==> src/rtl/gpio_sc_pkg.sv <==
package gpio_sc_pkg;

  typedef enum logic [2:0] {
    ACC_NONE,
    ACC_LVL_SET,
    ACC_LVL_CLR,
    ACC_SEL_SET,
    ACC_SEL_CLR,
    ACC_LVL_RD,
    ACC_SEL_RD
  } acc_kind_e;

  localparam logic [3:0] OFF_LVL_RD  = 4'h0;
  localparam logic [3:0] OFF_LVL_SET = 4'h1;
  localparam logic [3:0] OFF_LVL_CLR = 4'h2;
  localparam logic [3:0] OFF_SEL_RD  = 4'h4;
  localparam logic [3:0] OFF_SEL_SET = 4'h5;
  localparam logic [3:0] OFF_SEL_CLR = 4'h6;

  function automatic acc_kind_e decode_addr(input logic [3:0] a);
    case (a)
      OFF_LVL_RD:  decode_addr = ACC_LVL_RD;
      OFF_LVL_SET: decode_addr = ACC_LVL_SET;
      OFF_LVL_CLR: decode_addr = ACC_LVL_CLR;
      OFF_SEL_RD:  decode_addr = ACC_SEL_RD;
      OFF_SEL_SET: decode_addr = ACC_SEL_SET;
      OFF_SEL_CLR: decode_addr = ACC_SEL_CLR;
      default:     decode_addr = ACC_NONE;
    endcase
  endfunction

endpackage

==> src/rtl/gpio_sc_rst_sync.sv <==
module gpio_sc_rst_sync #(
  parameter int STAGES = 2
) (
  input  logic clk,
  input  logic rst_n,
  output logic rst_sync_n
);

  logic [STAGES-1:0] sync_q;

  always_ff @(posedge clk or negedge rst_n) begin
    if (!rst_n) sync_q <= '0;
    else        sync_q <= {sync_q[STAGES-2:0], 1'b1};
  end

  assign rst_sync_n = sync_q[STAGES-1];

endmodule

==> src/rtl/gpio_sc_bank.sv <==
module gpio_sc_bank #(
  parameter int W = 32
) (
  input  logic         clk,
  input  logic         rst_n,
  input  logic         set_en,
  input  logic         clr_en,
  input  logic [W-1:0] mask,
  output logic [W-1:0] q
);

  logic [W-1:0] q_r;
  logic [W-1:0] q_next;
  logic         q_en;

  always_comb begin
    q_en   = set_en | clr_en;
    q_next = q_r;
    if (set_en)      q_next = q_r | mask;
    else if (clr_en) q_next = q_r & ~mask;
  end

  always_ff @(posedge clk or negedge rst_n) begin
    if (!rst_n)    q_r <= '0;
    else if (q_en) q_r <= q_next;
  end

  assign q = q_r;

endmodule

==> src/rtl/gpio_sc_pinmux.sv <==
module gpio_sc_pinmux #(
  parameter int W = 32
) (
  input  logic [W-1:0] lvl,
  input  logic [W-1:0] sel,
  input  logic [W-1:0] periph_in,
  output logic [W-1:0] pin_out
);

  for (genvar i = 0; i < W; i++) begin : g_pin
    assign pin_out[i] = sel[i] ? periph_in[i] : lvl[i];
  end

endmodule

==> src/rtl/gpio_sc_port.sv <==
module gpio_sc_port
  import gpio_sc_pkg::*;
#(
  parameter int DATA_W = 32,
  parameter int ADDR_W = 4
) (
  input  logic              clk,
  input  logic              rst_n,
  input  logic              bus_wr_en,
  input  logic              bus_rd_en,
  input  logic [ADDR_W-1:0] bus_addr,
  input  logic [DATA_W-1:0] bus_wdata,
  output logic [DATA_W-1:0] bus_rdata,
  input  logic [DATA_W-1:0] periph_in,
  output logic [DATA_W-1:0] pin_out
);

  logic              rst_sync_n;
  acc_kind_e         kind;
  logic              lvl_set, lvl_clr, sel_set, sel_clr;
  logic [DATA_W-1:0] data_q, fsel_q;
  logic [DATA_W-1:0] rdata_q, rdata_next;

  gpio_sc_rst_sync #(.STAGES(2)) u_rst (
    .clk       (clk),
    .rst_n     (rst_n),
    .rst_sync_n(rst_sync_n)
  );

  always_comb begin
    kind    = decode_addr(4'(bus_addr));
    lvl_set = bus_wr_en && (kind == ACC_LVL_SET);
    lvl_clr = bus_wr_en && (kind == ACC_LVL_CLR);
    sel_set = bus_wr_en && (kind == ACC_SEL_SET);
    sel_clr = bus_wr_en && (kind == ACC_SEL_CLR);
  end

  gpio_sc_bank #(.W(DATA_W)) u_lvl (
    .clk   (clk),
    .rst_n (rst_sync_n),
    .set_en(lvl_set),
    .clr_en(lvl_clr),
    .mask  (bus_wdata),
    .q     (data_q)
  );

  gpio_sc_bank #(.W(DATA_W)) u_sel (
    .clk   (clk),
    .rst_n (rst_sync_n),
    .set_en(sel_set),
    .clr_en(sel_clr),
    .mask  (bus_wdata),
    .q     (fsel_q)
  );

  gpio_sc_pinmux #(.W(DATA_W)) u_mux (
    .lvl      (data_q),
    .sel      (fsel_q),
    .periph_in(periph_in),
    .pin_out  (pin_out)
  );

  always_comb begin
    case (kind)
      ACC_LVL_RD: rdata_next = data_q;
      ACC_SEL_RD: rdata_next = fsel_q;
      default:    rdata_next = '0;
    endcase
  end

  always_ff @(posedge clk or negedge rst_sync_n) begin
    if (!rst_sync_n)    rdata_q <= '0;
    else if (bus_rd_en) rdata_q <= rdata_next;
  end

  assign bus_rdata = rdata_q;

endmodule

==> config.mk <==
export PLATFORM = sky130hd
export DESIGN_NAME = gpio_sc_port
export DESIGN_NICKNAME = d
export VERILOG_FILES = /design/src/rtl/gpio_sc_pkg.sv /design/src/rtl/gpio_sc_rst_sync.sv /design/src/rtl/gpio_sc_bank.sv /design/src/rtl/gpio_sc_pinmux.sv /design/src/rtl/gpio_sc_port.sv
export SDC_FILE = /design/constraint.sdc
export NUM_CORES = 1
export LEC_CHECK = 0
export BUFFER_PORTS_ARGS = -buffer_cell sky130_fd_sc_hd__buf_2
export CAP_MARGIN = 20
export CORE_MARGIN = 1.5
export CORE_UTILIZATION = 50
export CTS_CLUSTER_DIAMETER = 150
export DETAILED_ROUTE_END_ITERATION = 8
export GPL_TIMING_DRIVEN = 0
export MAX_ROUTING_LAYER = met4
export PLACE_DENSITY = 0.83
export SKIP_CTS_REPAIR_TIMING = 1
export SLEW_MARGIN = 20
export SYNTH_ARGS = -nofsm -noshare
export SYNTH_HDL_FRONTEND = slang
export SYNTH_SLANG_ARGS = --single-unit
export TNS_END_PERCENT = 30
==> constraint.sdc <==
create_clock -name clk -period 4.7 [get_ports clk]
set_clock_uncertainty 0.15 [all_clocks]
set_input_delay 0.47 -clock clk [delete_from_list [all_inputs] [get_ports clk]]
set_output_delay 0.47 -clock clk [all_outputs]
set_load 0.03 [all_outputs]
==> flow_metrics.tcl <==
set metrics [dict create \
    overflow 0 \
    drc 9 \
    setup-tns-final_ns 0 \
    vias_per_cell 5.855 \
    synth-edff-count 0 \
    post-route-period-util_pct 40.87 \
    holdWs_ns 0.2152 \
    drive_gt1_share_pct 37.00 \
    synth_seq_cells 98 \
    fillers 729 \
    finalNetCount 614 \
    num_vias 3829 \
    hpwl_um 8348 \
    synthCells 396 \
    num_rows 34 \
    drv_slew 0 \
    synthTopCellsByArea "dfrtp_1 53%, a22o_1 12%, mux2_2 7.8%" \
    ctsRootBufferMaster "clkbuf_8" \
    rsz0062_at_grt "false" \
    yosys.area.top_type "dfrtp_1" \
    hold_path.class "flop to asynchronous set/reset pin" \
    worst-path-max-fanout 3 \
    coreArea_um2 8806 \
    crit_type "flop to primary output" \
    synth.most_common_cell "dfrtp_1" \
    yosys_warnings 0 \
    rrSetupSlack_ns 3.51 \
    floorplan.initialDensity_pct 52.29 \
    cts.htree.levels 3 \
    fin_crit_ns 1.921 \
    die_area_um2 9793 \
    drv_cap 0 \
    area_delta_synth_final_pct 22.50 \
    place_congestion 0.8130 \
    path_clk_slew_ns 0.09 \
    critical_path.endpoint_type "primary output" \
    start_kind "flop" \
    status "finished with violations" \
    clk_latency_ns 0.35 \
    cts_tree "done" \
    tightest_slew_ns 0.8388 \
    grt_max_degree 50 \
    power_w 0.002315 \
    die_w_um 98.96 \
    vdd_drop_max_mv 0.2043 \
    numCtsBuffers 9 \
    critPathRequiredTime_ns 4.08 \
    grt_pass1_wl_um 19310 \
    dr.first_iter.drc_count 220 \
    clock-sinks 98 \
    antenna_found_initial 0 \
    grtUsageTotal_pct 26.05 \
    setup_viol 0 \
    drt-pass1-iter-count 7 \
    synth.distinct_cells 17 \
    async_flop_share_pct 100.0 \
    avgSynthCellArea_um2 11.63 \
    hold_violations 0 \
    diodes 0 \
    synthFlopType "dfrtp_1" \
    worst_ep_arrival_time_ns 1.30 \
    netlist_area_um2 4604 \
    synth_nets 468 \
    violations "design-rule violations" \
    clock_path_buffers 2 \
    yosys-top-cells-count "98 x dfrtp_1, 64 x a22o_1, 64 x nand3_1" \
    wl_um 11790 \
    die_h_um 98.96 \
    port_buffers 133 \
    ant_nets 0 \
    grt_pass1_vias 3858 \
    synth-seq-area-share_pct 53.26 \
    max-slew-margin-rel_pct 44.08 \
    p_leak_nw 2.816 \
    wire_per_inst_um 18.02 \
    fmax_mhz 520.6 \
    io_pins 136 \
    synthDominantCellAreaShare_pct 53.26 \
    p_per_area_nw_per_um2 410.4 \
]
-- placed cells by master, fill, tap and decap left out, drive strengths merged --
cell | netlist | final
or4b | 1 | 1
and3b | 3 | 3
clkbuf | 15 | 26
nand3 | 64 | 64
dfrtp | 98 | 98
inv | 32 | 32
bufinv | 0 | 1
mux2i | 32 | 32
conb | 1 | 1
dlygate4sd3 | 0 | 1
o22ai | 32 | 32
nor2b | 1 | 1
mux2 | 32 | 32
xor2 | 1 | 1
clkinvlp | 0 | 3
nor3b | 1 | 1
buf | 19 | 153
a22o | 64 | 64
-- layer usage --
| metal | track usage (%) | routed length, µm | up-vias |
|---|---|---|---|
| li1 | - | - | 1754 |
| met1 | 34.21 | 4837 | 1880 |
| met2 | 41.43 | 5792 | 182 |
| met3 | 4.397 | 958 | 13 |
| met4 | 8.571 | 197 | 0 |
| met5 | - | 0 | - |
-- report_power, final --
part	internal, W	switching [W]	leakage, nW	total, W
Sequential	0.000983	0.000133	1.26	0.00112
Clock	0.000258	0.000286	0.0877	0.000544
Combinational	0.000297	0.000358	1.47	0.000654
-- stage by stage --
step	worst slack [ns]	cells	area [µm²]	util, %
floorplan	1.618	396	4604	-
CTS	2.772	653	5630	63.94
finish	2.779	654	5640	64.05
global placement	0.6133	637	5405	61.38
detailed placement	2.685	638	5436	61.74
global route	2.742	654	5640	64.05
-- cells by family (layout without fill, tap and decap cells) --
kind of cell / count (synthesis) / count (layout) / share of synthesized area (%)
flip-flops: 98 / 98 / 53.26
AO/OA/AOI/OAI: 96 / 96 / 16.52
AND/OR/NAND/NOR: 70 / 70 / 8.152
buffers and inverters: 66 / 216 / 7.011
multiplexers: 64 / 64 / 14.78
other: 1 / 1 / 0.08144
XOR/XNOR: 1 / 1 / 0.1903
-- worst paths after layout --
path	start	endpoint	cells past startpoint
worst max-delay path	flop	pin_out[31]	2
worst min-delay path	u_rst.sync_q[1]	asynchronous set/reset pin	0
worst max register to register	u_rst.sync_q[1]	asynchronous set/reset pin	1
worst min register to register	u_rst.sync_q[1]	asynchronous set/reset pin	0
max in group asynchronous	u_rst.sync_q[1]	asynchronous set/reset pin	1
min in group clk	u_rst.sync_q[0]	u_rst.sync_q[1]	0
-- cell type report --
| cell class | instances | area [µm²] | share of cell area, % |
|---|---|---|---|
| flip-flops and latches | 98 | 2456 | 43.54 |
| multi-input cells | 232 | 1829 | 32.43 |
| repair buffers | 135 | 703.2 | 12.47 |
| plain buffers | 34 | 202.7 | 3.594 |
| clock buffers | 11 | 141.4 | 2.507 |
| well taps | 108 | 135.1 | 2.396 |
| inverters | 32 | 120.1 | 2.130 |
| clock inverters | 4 | 52.55 | 0.9317 |
-- critical path: stages, from the launching register on --
cell and delay [ns]:
dfrtp_1 0.42, mux2_2 0.35, buf_2 0.18
Power figures use the tool's default switching activity.
